**src/rtl/spi3w_engine.sv**
```systemverilog
module spi3w_engine #(
  parameter int DW     = 32,
  parameter int FW     = 20,
  parameter int HI_KHZ = 75000,
  parameter int OC_KHZ = 100000,
  localparam int CW    = $clog2(DW) + 1
) (
  input  logic          clk,
  input  logic          rst_n,
  input  logic          tick,
  input  logic          start,
  input  logic [FW-1:0] eng_khz,
  input  logic [CW-1:0] wr_bits,
  input  logic [CW-1:0] rd_bits,
  input  logic [DW-1:0] wr_data,
  input  logic          sdio_in,
  output logic          sclk,
  output logic          sdio_out,
  output logic          sdio_oe,
  output logic          busy,
  output logic          irq,
  output logic [DW-1:0] rd_data
);
  typedef enum logic [3:0] {
    S_IDLE, S_WLO, S_WHI, S_TURN, S_X1, S_X2, S_RLO, S_RHI, S_EVT
  } st_t;

  localparam logic [FW-1:0] HI_L = FW'(HI_KHZ);
  localparam logic [FW-1:0] OC_L = FW'(OC_KHZ);

  st_t           state;
  logic [DW-1:0] shreg, rsh;
  logic [CW-1:0] wcnt, rcnt;
  logic [1:0]    mode_q, mode_sel;
  logic          rzero;

  assign mode_sel = (eng_khz > OC_L) ? 2'd2 : (eng_khz >= HI_L) ? 2'd1 : 2'd0;
  assign busy     = (state != S_IDLE);
  assign sdio_oe  = (state == S_WLO) || (state == S_WHI);
  assign sdio_out = sdio_oe & shreg[DW-1];
  assign sclk     = (state == S_WHI) || (state == S_X1) || (state == S_RHI);
  assign rd_data  = rsh;

  always_ff @(posedge clk) begin
    if (!rst_n) begin
      state  <= S_IDLE;
      shreg  <= '0;
      rsh    <= '0;
      wcnt   <= '0;
      rcnt   <= '0;
      mode_q <= 2'd0;
      rzero  <= 1'b0;
      irq    <= 1'b0;
    end else begin
      irq <= 1'b0;
      if (state == S_IDLE) begin
        if (start) begin
          shreg  <= wr_data;
          rsh    <= '0;
          wcnt   <= wr_bits - CW'(1);
          rcnt   <= rd_bits - CW'(1);
          rzero  <= (rd_bits == '0);
          mode_q <= mode_sel;
          state  <= S_WLO;
        end
      end else if (tick) begin
        case (state)
          S_WLO: state <= S_WHI;
          S_WHI: begin
            shreg <= shreg << 1;
            if (wcnt == '0) state <= S_TURN;
            else begin
              wcnt  <= wcnt - CW'(1);
              state <= S_WLO;
            end
          end
          S_TURN: state <= rzero ? S_EVT : (mode_q == 2'd0) ? S_RLO : S_X1;
          S_X1:   state <= (mode_q == 2'd2) ? S_X2 : S_RLO;
          S_X2:   state <= S_RLO;
          S_RLO: begin
            rsh   <= {rsh[DW-2:0], sdio_in};
            state <= S_RHI;
          end
          S_RHI: begin
            if (rcnt == '0) state <= S_EVT;
            else begin
              rcnt  <= rcnt - CW'(1);
              state <= S_RLO;
            end
          end
          S_EVT: begin
            if (sdio_in) begin
              irq   <= 1'b1;
              state <= S_IDLE;
            end
          end
          default: state <= S_IDLE;
        endcase
      end
    end
  end

  AST_WRITE_HOLD: assert property (@(posedge clk) disable iff (!rst_n)
    (sdio_oe && sclk) |-> $stable(sdio_out));
  AST_TURN_CLK_LOW: assert property (@(posedge clk) disable iff (!rst_n)
    $fell(sdio_oe) |-> !sclk);
  AST_IRQ_ON_EVENT: assert property (@(posedge clk) disable iff (!rst_n)
    irq |-> ($past(sdio_in) && $past(tick)));
  AST_IRQ_PULSE: assert property (@(posedge clk) disable iff (!rst_n)
    irq |=> !irq);
  AST_IRQ_NOT_BUSY: assert property (@(posedge clk) disable iff (!rst_n)
    irq |-> !busy);
  AST_START_IGNORED: assert property (@(posedge clk) disable iff (!rst_n)
    (busy && start && !tick) |=> (busy && $stable(mode_q)));
  AST_TICK_ONLY: assert property (@(posedge clk) disable iff (!rst_n)
    (busy && !tick) |=> $stable(state));
endmodule

```
**config.mk**
```make
export PLATFORM = sky130hd
export DESIGN_NAME = spi3w_engine
export DESIGN_NICKNAME = d
export VERILOG_FILES = /design/src/rtl/spi3w_engine.sv
export SDC_FILE = /design/constraint.sdc
export NUM_CORES = 1
export LEC_CHECK = 0
export ABC_CLOCK_PERIOD_IN_PS = 2100
export BUFFER_PORTS_ARGS = -buffer_cell sky130_fd_sc_hd__buf_2
export CORE_MARGIN = 4
export CORE_UTILIZATION = 45
export DETAILED_ROUTE_END_ITERATION = 12
export GPL_TIMING_DRIVEN = 0
export PLACE_DENSITY = 0.72
export RECOVER_POWER = 25
export SLEW_MARGIN = 15
export SYNTH_ARGS = -nofsm -noshare
export SYNTH_HDL_FRONTEND = slang
export SYNTH_SLANG_ARGS = --single-unit
```
**constraint.sdc**
```tcl
create_clock -name clk -period 2.1 [get_ports clk]
set_clock_uncertainty 0.05 [all_clocks]
set_input_delay 0.315 -clock clk [delete_from_list [all_inputs] [get_ports clk]]
set_output_delay 0.315 -clock clk [all_outputs]
set_load 0.005 [all_outputs]
```
[After elaboration in Yosys (flattened, before gate mapping)]
Cells that the tools add are included.
Cells by class
  add/sub/neg operators: 4
  equality and inequality tests: 13
  multiplexer cells: 31
  order comparisons: 2
  bitwise gates (word level): 4
  reductions and logical operators: 20
Operators with widths (number)
  two-way mux 32 bit: 8
  two-way mux 6 bit: 10
  one-hot mux 4 bit (8 select lines): 1
  two-way mux 4 bit: 6
  subtractor 6 x 1 -> 6 bit (second input constant): 4
  >= comparator 20 x 17 -> 1 bit (second input constant): 1
  greater-than comparator 20 x 17 -> 1 bit (second input constant): 1
  zero test 6 bit: 3
  equality test 4 x 3 -> 1 bit (second input constant): 4
  AND reduction 3 bit: 3
  equality test 4 x 2 -> 1 bit (second input constant): 2
  two-way mux 2 bit: 4
  AND reduction 4 bit: 2
  nonzero test 2 bit: 4
  inequality test 2 bit (second input constant): 3
  equality test 4 x 1 -> 1 bit (second input constant): 1
  equality test 4 bit (second input constant): 1
  zero test 4 bit: 1
  nonzero test 4 bit: 1
  OR reduction 4 bit: 1
  logical OR 1 bit: 3
  inequality test 3 bit (second input constant): 1
  inverter 1 bit: 3
  equality test 2 bit (second input constant): 1
  4 further kinds: 5
Word-level totals
  output and inout port bits: 37
  flip-flop bits (word level): 84
  word-level logic and storage cells: 82
  bits of input ports: 69

[Logic depth before layout (Yosys ltp)]
  word-level depth: 6
  gate-level depth with buffers: 11
  gate-level depth less buffers: 8

[Least setup slack after synthesis]
No wires, ideal clock.
  kind: register to register
  start: register state[1]
  end: register rcnt[4]
  buffers on the path: 3
  stages on the path, launching flop included: 11
  data required time: 1919 ps
  period minus slack after synthesis: 2340 ps
  library setup time: 131 ps
  path slack: -240 ps
  arrival time: 2158 ps
  path through: dfxtp_1 -> buf_2 -> nor4_4 -> buf_4 -> buf_2 -> mux2i_1 -> ha_1 -> nand2_1 -> a32o_1 -> nor3_1 -> nor3_2
On the way
  word-level cells in the longest chain between the ends: 3
  elaborated cells between the ends (all ways): 8
  those cells by class: eq/ne (3); mux (1); reduce/logical (4)
RTL lines
  start, declared: line 31  | st_t state;
  start signal, assigned: line 77  | S_TURN: state <= rzero ? S_EVT : (mode_q == 2'd0) ? S_RLO : S_X1;
  start signal, assigned: line 78  | S_X1: state <= (mode_q == 2'd2) ? S_X2 : S_RLO;
  zero test 4 bit / equality test 4 x 3 -> 1 bit (equally long branches): line 56, 67
  inequality test 2 bit (no source line) / nonzero test 2 bit (equally long branches)
  AND reduction 4 bit (no source line)
  end signal, assigned: line 61  | rcnt <= rd_bits - CW'(1);
  end signal, assigned: line 87  | rcnt <= rcnt - CW'(1);
  end, declared: line 33  | logic [CW-1:0] wcnt, rcnt;
Several ways; a longest one is shown, not always the timed one.
A chain may end at the register's enable or synchronous reset.

[Final worst setup path]
  start: register state[2]
  end: register wcnt[4]
On the way
  word-level cells in the longest chain between the ends: 3
  elaborated cells between the ends (all ways): 8
  those cells by class: eq/ne (3); mux (1); reduce/logical (4)
RTL lines
  zero test 4 bit / equality test 4 x 2 -> 1 bit (equally long branches): line 56, 67
  inequality test 2 bit (no source line) / nonzero test 2 bit (equally long branches)
  AND reduction 4 bit (no source line)
  end signal, assigned: line 60  | wcnt <= wr_bits - CW'(1);
  end signal, assigned: line 73  | wcnt <= wcnt - CW'(1);
  end, declared: line 33
Several ways; a longest one is shown, not always the timed one.

==> out/qor.txt <==
CP max FO: 6
mapped cell area: 3960 sq um
critical path's top delay family: simple AND/OR/NAND/NOR gates
vias in the first global route: 3,952
post-synth top area cell: dfxtp_1
Die ar.: 10,400 sq um
drt first pass iters: 5
Final Cycle Share: 98.8%
Power Density: 786 nW/um^2
CP Launch Type: register
DR vias: 4,086
final setup vio count: 0
fin area: 4960 sq um
DR iter-0 viols: 257
asr flop ratio synth: 0%
GP Congestion: 0.905
most common cell after layout, fill and taps aside: buf_2
clk sink count: 84
Slew Viols, Final: 0
reg2reg start: state[2]$_SDFFE_PN0P_
Via-to-Cell Ratio: 5.67
outcome: finished, final reports clean
GR Overflow Total: 0
worst slack, placed: -271 ps
Post-DP HPWL: 7750 um
Seq cells post-synth: 84
Routed Antenna Nets: 0
sequential fraction of the synthesis area: 42.5%
crit path from: state[2]$_SDFFE_PN0P_
min Tclk post-route: 2070 ps
final hold violation count: 0
WL final: 10,700 um
H-tree depth: 3
CORE AREA: 8380 sq um
FP Rows: 33
Hold Path Class: input pin to register
Initial Util: 47.2%
DRC violations left: 0
slowest stage cell, crit path: dfxtp_4
Synth area leaders: dfxtp_1 (42%), nor2_1 (8.1%), nand2_1 (7.6%), a311oi_1 (7.1%), a22oi_1 (6.6%)
DP Cell Count: 697
Critical Path Max Stage Delay: 360 ps
Crit. End Element: register
fmax: 482 MHz
Layout Nets: 683
fillers: 776
die width: 102 um
WP buf/inv: 2
Max-cap violations: 0
Hold-fix buffers, CTS: 0
share of layout cells above drive strength 1: 25.8%
Layout area overhead: 25.3%
routed len/inst: 14.9 um
first-pass GRT wire length: 17,700 um
Yosys cell types: 55
CTS tree: yes
Post-synth EDFFs: 0
gr usage total: 20.8%
Placement Cell Area: 4640 sq um
crit path DAT: 2290 ps
Inserted Diodes: 0
hold path start: wr_data[25]
final cell count without fillers: 721
pin count of the biggest net entering global routing: 15
Final WS setup: 25.8 ps
Top FF cell, synth: dfxtp_1
Worst Tran Pin Value: 615 ps
height of the chip: 102 um
Worst-path clk slew: 90 ps
Worst-Skew Late Latency: 350 ps
most frequent cells in the layout: buf_2 (99), nor2_1 (85), dfxtp_1 (81)
CTS max path bufs: 2
CTS Buf Count: 9
YS warnings: 0
initial antenna violation count: 0
WS Path Type: register to register
I/O Buffers: 104
crit path cell chain: nor4_4 -> buf_6 -> buf_8 -> mux2i_1 -> ha_2 -> nor3b_4 -> xnor2_1 -> o21ai_1 -> nand2_1 -> a21oi_1
Worst VDD drop: 534 uV
Mapped Cells: 488
Syn Nets: 559
Lkg Pwr: 2.00 nW
Synth top area share: 42.5%
RSZ-0062 raised after global routing: true
relative slew slack: 59.0%
clock root buffer master: clkbuf_8
Mean Syn Cell Area: 8.11 sq um
I/O pins: 106
Worst Path Required: 2320 ps
logic make-up after synthesis:
kind of cell	Yosys count	synth area share [%]
fa+ha+maj	2	0.632
simple gates	219	24.8
compound gates	125	23.6
xor+xnor	5	1.11
buf+inv	44	5.09
flops	84	42.5
mux	9	2.31
synthesized netlist by cell type (all sizes together) (3+ instances only):
library cell and count:
nand4 3, xnor2 5, dfxtp 84, nor4 4, a211oi 4, and2 3
nor2 86, buf 21, a21oi 18, nand3 11, mux2i 8, o21ai 12
a31oi 5, inv 3, or4 5, nand2 81, a311oi 32, a22oi 35
nor3 16, clkbuf 19
sequential cells by signal, indices dropped and copies added, names as in the netlist:
name / cells
rd_data: 32
rzero: 1
wcnt: 6
shreg: 32
rcnt: 6
state: 4
mode_q: 2
irq: 1
worst paths after layout:
path / to / slack, ps / cells past startpoint
worst max register to register: wcnt[4]$_SDFFE_PN0P_ / 30 / 10
worst min register to register: shreg[0]$_SDFFE_PN0P_ / 430 / 2
worst min-delay path: shreg[25]$_SDFFE_PN0P_ / 170 / 3
worst max-delay path: wcnt[4]$_SDFFE_PN0P_ / 30 / 10
cell type report:
| type | count | area, sq um | area share, % |
|---|---|---|---|
| buffer | 39 | 205 | 4.14 |
| clock inverter | 6 | 87.6 | 1.77 |
| clock buffer | 9 | 124 | 2.50 |
| timing repair buffer | 114 | 574 | 11.6 |
| tap | 105 | 131 | 2.65 |
| sequential | 84 | 1690 | 34.1 |
| inverter | 4 | 15.0 | 0.303 |
| multi-input combinational | 360 | 2130 | 43.0 |
power breakdown:
| part | internal [mW] | switching, mW |
|---|---|---|
| clock network | 0.666 | 0.573 |
| registers | 1.70 | 0.0773 |
| logic | 0.370 | 0.509 |
worst min-delay path: cells and delay by family:
kind,cells,cell delay [ps]
buffers and inverters,1,100
AOI/OAI and AO/OA,1,70
and+or+nand+nor,1,50
stage by stage:
stage / utilization, % / hold slack (ps) / total power [mW] / TNS [ps]
3_3_place_gp: 55.4 / 394 / 2.60 / -540
4_1_cts: 59.0 / 158 / 3.90 / 0
3_5_place_dp: 55.4 / 420 / 2.62 / -633
5_1_grt: 59.2 / 164 / 4.11 / -152
6_report: 59.2 / 173 / 3.90 / 0
2_1_floorplan: - / 382 / 2.38 / -1.49
per-layer routing:
| layer | track usage, % | vias to the layer above | share of wire [%] |
|---|---|---|---|
| met1 | 26.3 | 1928 | 45 |
| met4 | 6.85 | 0 | 1.2 |
| met5 | 0 | - | 0 |
| li1 | - | 2013 | - |
| met3 | 4.20 | 17 | 6.0 |
| met2 | 35.5 | 128 | 48 |
timing repair:
item | 4_1_cts | 5_1_grt
buffers inserted | 10 | 0
endpoints found under the setup margin | 8 | 6
resized for setup | 9 | 13
pin swaps | 3 | 3
Note: power is estimated with default switching activity, not from simulation.
